[config.mk]
export PLATFORM = sky130hd
export DESIGN_NAME = hs_link_sched
export DESIGN_NICKNAME = d
export VERILOG_FILES = /design/src/rtl/hs_pkg.sv /design/src/rtl/hs_sync.sv /design/src/rtl/hs_interval_timer.sv /design/src/rtl/hs_req_ctrl.sv /design/src/rtl/hs_rx_hold.sv /design/src/rtl/hs_link_sched.sv
export SDC_FILE = /design/constraint.sdc
export NUM_CORES = 1
export LEC_CHECK = 0
export BUFFER_PORTS_ARGS = -buffer_cell sky130_fd_sc_hd__buf_2
export CAP_MARGIN = 20
export CORE_MARGIN = 2
export CORE_UTILIZATION = 46
export CTS_CLUSTER_SIZE = 12
export DETAILED_ROUTE_END_ITERATION = 8
export PLACE_DENSITY = 0.71
export SLEW_MARGIN = 20
export SYNTH_ARGS = -nofsm -noshare
export SYNTH_HDL_FRONTEND = slang
export SYNTH_HIERARCHICAL = 1
export SYNTH_SLANG_ARGS = --single-unit
export TNS_END_PERCENT = 20
[constraint.sdc]
create_clock -name clk_i -period 1.15 [get_ports clk_i]
set_input_delay 0.0575 -clock clk_i [delete_from_list [all_inputs] [get_ports clk_i]]
set_output_delay 0.0575 -clock clk_i [all_outputs]
set_load 0.02 [all_outputs]
[src/rtl/hs_pkg.sv]
package hs_pkg;
  localparam int CH_W    = 3;
  localparam int IDX_RTS = 0;
  localparam int IDX_DTR = 1;
  localparam int IDX_RI  = 2;
  typedef logic [CH_W-1:0] hs_word_t;
  // lines whose edges force an immediate snapshot
  localparam hs_word_t TRIG_MASK = hs_word_t'((1 << IDX_RTS) | (1 << IDX_DTR));
endpackage

[src/rtl/hs_sync.sv]
module hs_sync #(
  parameter int W      = 3,
  parameter int STAGES = 2
) (
  input  logic         clk_i,
  input  logic         rst_n,
  input  logic [W-1:0] d_i,
  output logic [W-1:0] q_o
);
  for (genvar b = 0; b < W; b++) begin : g_bit
    logic [STAGES-1:0] chain_q;
    logic [STAGES-1:0] chain_d;
    always_comb chain_d = {chain_q[STAGES-2:0], d_i[b]};
    always_ff @(posedge clk_i or negedge rst_n) begin
      if (!rst_n) chain_q <= '0;
      else        chain_q <= chain_d;
    end
    assign q_o[b] = chain_q[STAGES-1];
  end
endmodule

[src/rtl/hs_interval_timer.sv]
module hs_interval_timer #(
  parameter int INTERVAL = 16000,
  localparam int CW = (INTERVAL > 1) ? $clog2(INTERVAL) : 1
) (
  input  logic          clk_i,
  input  logic          rst_n,
  input  logic          restart_i,
  output logic          tick_o,
  output logic [CW-1:0] cnt_o
);
  localparam logic [CW-1:0] LAST = CW'(INTERVAL - 1);
  logic [CW-1:0] cnt_q, cnt_d;

  always_comb begin
    tick_o = (cnt_q == LAST);
    if (restart_i || tick_o) cnt_d = '0;
    else                     cnt_d = cnt_q + 1'b1;
  end

  always_ff @(posedge clk_i or negedge rst_n) begin
    if (!rst_n) cnt_q <= '0;
    else        cnt_q <= cnt_d;
  end

  assign cnt_o = cnt_q;
endmodule

[src/rtl/hs_req_ctrl.sv]
module hs_req_ctrl (
  input  logic clk_i,
  input  logic rst_n,
  input  logic trig_i,
  input  logic ack_i,
  output logic req_o
);
  logic req_q, req_d;

  // a new trigger wins over a simultaneous acknowledge
  always_comb begin
    if (trig_i)     req_d = 1'b1;
    else if (ack_i) req_d = 1'b0;
    else            req_d = req_q;
  end

  always_ff @(posedge clk_i or negedge rst_n) begin
    if (!rst_n) req_q <= 1'b0;
    else        req_q <= req_d;
  end

  assign req_o = req_q;
endmodule

[src/rtl/hs_rx_hold.sv]
module hs_rx_hold #(
  parameter int W = 3
) (
  input  logic         clk_i,
  input  logic         rst_n,
  input  logic         valid_i,
  input  logic [W-1:0] data_i,
  output logic [W-1:0] q_o
);
  logic [W-1:0] q_q, q_d;

  always_comb q_d = valid_i ? data_i : q_q;

  always_ff @(posedge clk_i or negedge rst_n) begin
    if (!rst_n) q_q <= '0;
    else        q_q <= q_d;
  end

  assign q_o = q_q;
endmodule

[src/rtl/hs_link_sched.sv]
module hs_link_sched #(
  parameter int INTERVAL = 16000,
  localparam int CW = (INTERVAL > 1) ? $clog2(INTERVAL) : 1
) (
  input  logic       clk_i,
  input  logic       rst_ni,
  input  logic       rts_i,
  input  logic       dtr_i,
  input  logic       ri_i,
  input  logic       snap_ack_i,
  input  logic       rx_valid_i,
  input  logic [2:0] rx_data_i,
  output logic       snap_req_o,
  output logic [2:0] snap_data_o,
  output logic       cts_o,
  output logic       dsr_o,
  output logic       rio_o
);
  import hs_pkg::*;

  // reset: asserted at once, released after two clock edges
  logic [1:0] rst_sync_q;
  logic       rst_n_q;
  always_ff @(posedge clk_i or negedge rst_ni) begin
    if (!rst_ni) rst_sync_q <= 2'b00;
    else         rst_sync_q <= {rst_sync_q[0], 1'b1};
  end
  assign rst_n_q = rst_sync_q[1];

  hs_word_t raw_in, sync_w, prev_q, prev_d;
  logic     chg, tick, trig;
  logic [CW-1:0] tmr_cnt;
  hs_word_t rx_w;

  always_comb begin
    raw_in          = '0;
    raw_in[IDX_RTS] = rts_i;
    raw_in[IDX_DTR] = dtr_i;
    raw_in[IDX_RI]  = ri_i;
  end

  hs_sync #(.W(CH_W), .STAGES(2)) u_sync (
    .clk_i (clk_i),
    .rst_n (rst_n_q),
    .d_i   (raw_in),
    .q_o   (sync_w)
  );

  // edge detection on the triggering lines
  always_comb begin
    prev_d = sync_w;
    chg    = |((sync_w ^ prev_q) & TRIG_MASK);
  end

  always_ff @(posedge clk_i or negedge rst_n_q) begin
    if (!rst_n_q) prev_q <= '0;
    else          prev_q <= prev_d;
  end

  hs_interval_timer #(.INTERVAL(INTERVAL)) u_tmr (
    .clk_i     (clk_i),
    .rst_n     (rst_n_q),
    .restart_i (chg),
    .tick_o    (tick),
    .cnt_o     (tmr_cnt)
  );

  assign trig = chg | tick;

  hs_req_ctrl u_req (
    .clk_i  (clk_i),
    .rst_n  (rst_n_q),
    .trig_i (trig),
    .ack_i  (snap_ack_i),
    .req_o  (snap_req_o)
  );

  assign snap_data_o = sync_w;

  hs_rx_hold #(.W(CH_W)) u_rx (
    .clk_i   (clk_i),
    .rst_n   (rst_n_q),
    .valid_i (rx_valid_i),
    .data_i  (rx_data_i),
    .q_o     (rx_w)
  );

  assign cts_o = rx_w[IDX_RTS];
  assign dsr_o = rx_w[IDX_DTR];
  assign rio_o = rx_w[IDX_RI];
endmodule

==> flow_metrics.py <==
metrics = {
    "timing": {
        "slew_viol_final": 0,
        "min_period_ns": 1.49,
        "finalCritPeriodShare": 1.30,
        "setup_viol": 13,
        "rsz0062_at_grt": "true",
        "hold_ws_ns": 0.0262,
        "fin_skew_ns": 0.00584,
        "max_freq_mhz": 670,
        "hold_viol": 0,
        "finalWorstSetupSlack_ns": -0.343,
    },
    "placement": {
        "placed_area_um2": 1400,
        "dp_slack_ns": -0.296,
        "gp_congestion": 0.819,
        "io_buffers": 16,
        "dp_hpwl_um": 1680,
    },
    "synthesis": {
        "ys_ff_latch": 28,
        "avgSynthCellArea_um2": 11.8,
        "synthesis.area_um2": 1140,
        "synthArstFlopShare": 1.00,
        "yosysMostFrequentCell": "dfrtp_1",
        "synth_enable_flop_cells": 0,
        "ys_seq_area_frac": 0.614,
        "synth_nets": 108,
        "yosys-top-cells-area": "dfrtp_1 61%, xnor2_1 6.9%, nor2_1 4.9%",
        "yosys-top-cells-count": "28 x dfrtp_1, 15 x nor2_1, 9 x xnor2_1, 6 x nand2_1",
        "yosysWarnings": 6,
        "syn_inst": 97,
        "synth_cell_types": 25,
        "ys.flop_type": "dfrtp_1",
        "yosys.area.top_type": "dfrtp_1",
        "synth_top_area_frac": 0.614,
    },
    "clocking": {
        "root_buffer": "clkbuf_4",
        "cts_max_path_buffers": 2,
        "htreeDepth": 1,
        "cts_tree": "done",
        "clock_sinks": 28,
        "numCtsBuffers": 3,
        "insertion_delay_ns": 0.31,
        "clk_pin_slew_ns": 0.13,
    },
    "finish": {
        "nets": 160,
        "antenna_cells": 0,
        "regArea_um2": 701,
        "fillers": 194,
        "stdcell_area_um2": 1550,
        "drive_gt1_frac": 0.374,
        "multi_input_area_um2": 403,
        "area_growth_pct": 35.6,
    },
    "floorplanning": {
        "boundaryPins": 17,
        "rows": 18,
        "dieArea_um2": 2890,
        "core_um2": 2410,
        "initial_core_util": 0.474,
        "dieWidth_um": 53.8,
        "die_y_um": 53.8,
    },
    "worst_setup_path": {
        "cp-start-kind": "flop",
        "critPathMaxFanout": 6,
        "critPathRequiredTime_ns": 1.36,
        "criticalPathCategory": "reg2reg",
        "end_kind": "flop",
        "cp.arrival_ns": 1.71,
    },
    "power_and_ir_drop": {
        "peakVddDrop_mv": 0.857,
        "power_density_nw_per_um2": 1060,
        "p_leak_uw": 0.000693,
    },
    "grt": {
        "grt_overflow": 0,
        "antenna_found_initial": 0,
        "grt_pass1_vias": 915,
        "grt_use_total": 0.196,
        "grt_pass1_wl_um": 3920,
        "grt_max_degree": 15,
    },
    "detailed_routing": {
        "drtAntennaViolNets": 0,
        "drt_iter0_markers": 15,
        "num_vias": 855,
        "drtPass1Iterations": 4,
        "viasPerCell": 4.83,
        "drc": 0,
        "wl_per_cell_um": 13.3,
        "wirelength_um": 2360,
    },
    "worst_hold_path": {
        "hp-class": "in2reg",
    },
    "outcome": {
        "violations": "setup timing",
        "status": "finished with violations",
    },
    "run": {
        "max_cap_violations": 0,
    },
}
==> sequential cells by signal, indices dropped and copies added, names as in the netlist <==
register and cells:
prev_q 2, rst_sync_q 2, u_req/req_o 1, u_rx/q_o 3
u_sync/g_bit.chain_q 6, u_tmr/cnt_o 14
==> power by group <==
group | internal [uW] | switching [uW]
logic | 112 | 104
clock network | 123 | 259
registers | 1020 | 18.2
==> cells in the final DEF (no fill, tap or decap), drive strengths merged, types with 3 or more instances in the layout <==
cell type	Yosys	layout
buf	4	43
clkbuf	1	3
dfrtp	28	28
dlygate4sd3	0	9
inv	3	3
mux2	3	3
nand2	6	6
nand3	5	5
nand4	4	4
nor2	15	15
nor3	3	3
nor4	3	3
xnor2	9	9
xor2	4	4
==> worst paths after layout <==
| path | depth (start not counted) | start | endpoint | slack (ns) |
|---|---|---|---|---|
| setup / recovery | 5 | u_tmr/cnt_o[7] | u_tmr/cnt_o[7] | -0.34 |
| hold / removal | 2 | rx_valid_i | u_rx/q_o[0] | 0.03 |
| setup reg to reg | 5 | u_tmr/cnt_o[7] | u_tmr/cnt_o[7] | -0.34 |
| hold reg to reg | 1 | rst_sync_q[1] | u_sync/g_bit[2].chain_q[0] | 0.19 |
| max in group asynchronous | 3 | rst_ni | rst_sync_q[0] | 0.47 |
| min in group asynchronous | 1 | rst_sync_q[1] | u_sync/g_bit[2].chain_q[0] | 0.19 |
==> timing repair <==
item	4_1_cts	5_1_grt
endpoints found under the hold margin	9	1
buffers inserted	3	0
gates resized for setup	1	1
setup endpoints to repair	13	14
hold buffers	8	1
pin swaps	1	4
==> kinds of logic after synthesis <==
logic type	after synthesis	share of synthesized area
simple gates	40	0.180
flops	28	0.614
xor+xnor	13	0.0998
buf+inv	8	0.0439
compound gates	3	0.0186
mux	3	0.0296
fa+ha+maj	1	0.0110
other cells	1	0.00329
==> worst max-delay path: stages (launching register included) <==
cell     delay, ns
dfrtp_1       0.41
or3b_1        0.39
nor4_2        0.24
or2_1         0.16
buf_4         0.14
nor2_1        0.05
==> per-stage QoR <==
stage                     TNS, ns  cells   util  total power (uW)
final                       -3.99    177  0.642              1640
after global placement      -2.43    162  0.582              1230
after CTS                   -3.26    176  0.636              1660
after floorplan             -2.24     97      -              1160
after global routing        -4.86    177  0.642              1730
after detailed placement    -3.41    162  0.582              1240
==> layer usage <==
metal	vias to the layer above	global-route usage	wire, um
met2	17	0.384	1310
met4	0	0.0684	53
met5	-	0	0
li1	422	-	-
met3	4	0.0389	68
met1	412	0.202	922
==> final cells by class <==
class / count / share of cell area
sequential: 28 / 0.453
multi-input combinational: 61 / 0.260
timing repair buffer: 52 / 0.241
tap: 30 / 0.0243
clock buffer: 3 / 0.0146
inverter: 3 / 0.00728
Note: power is estimated with default switching activity, not from simulation.
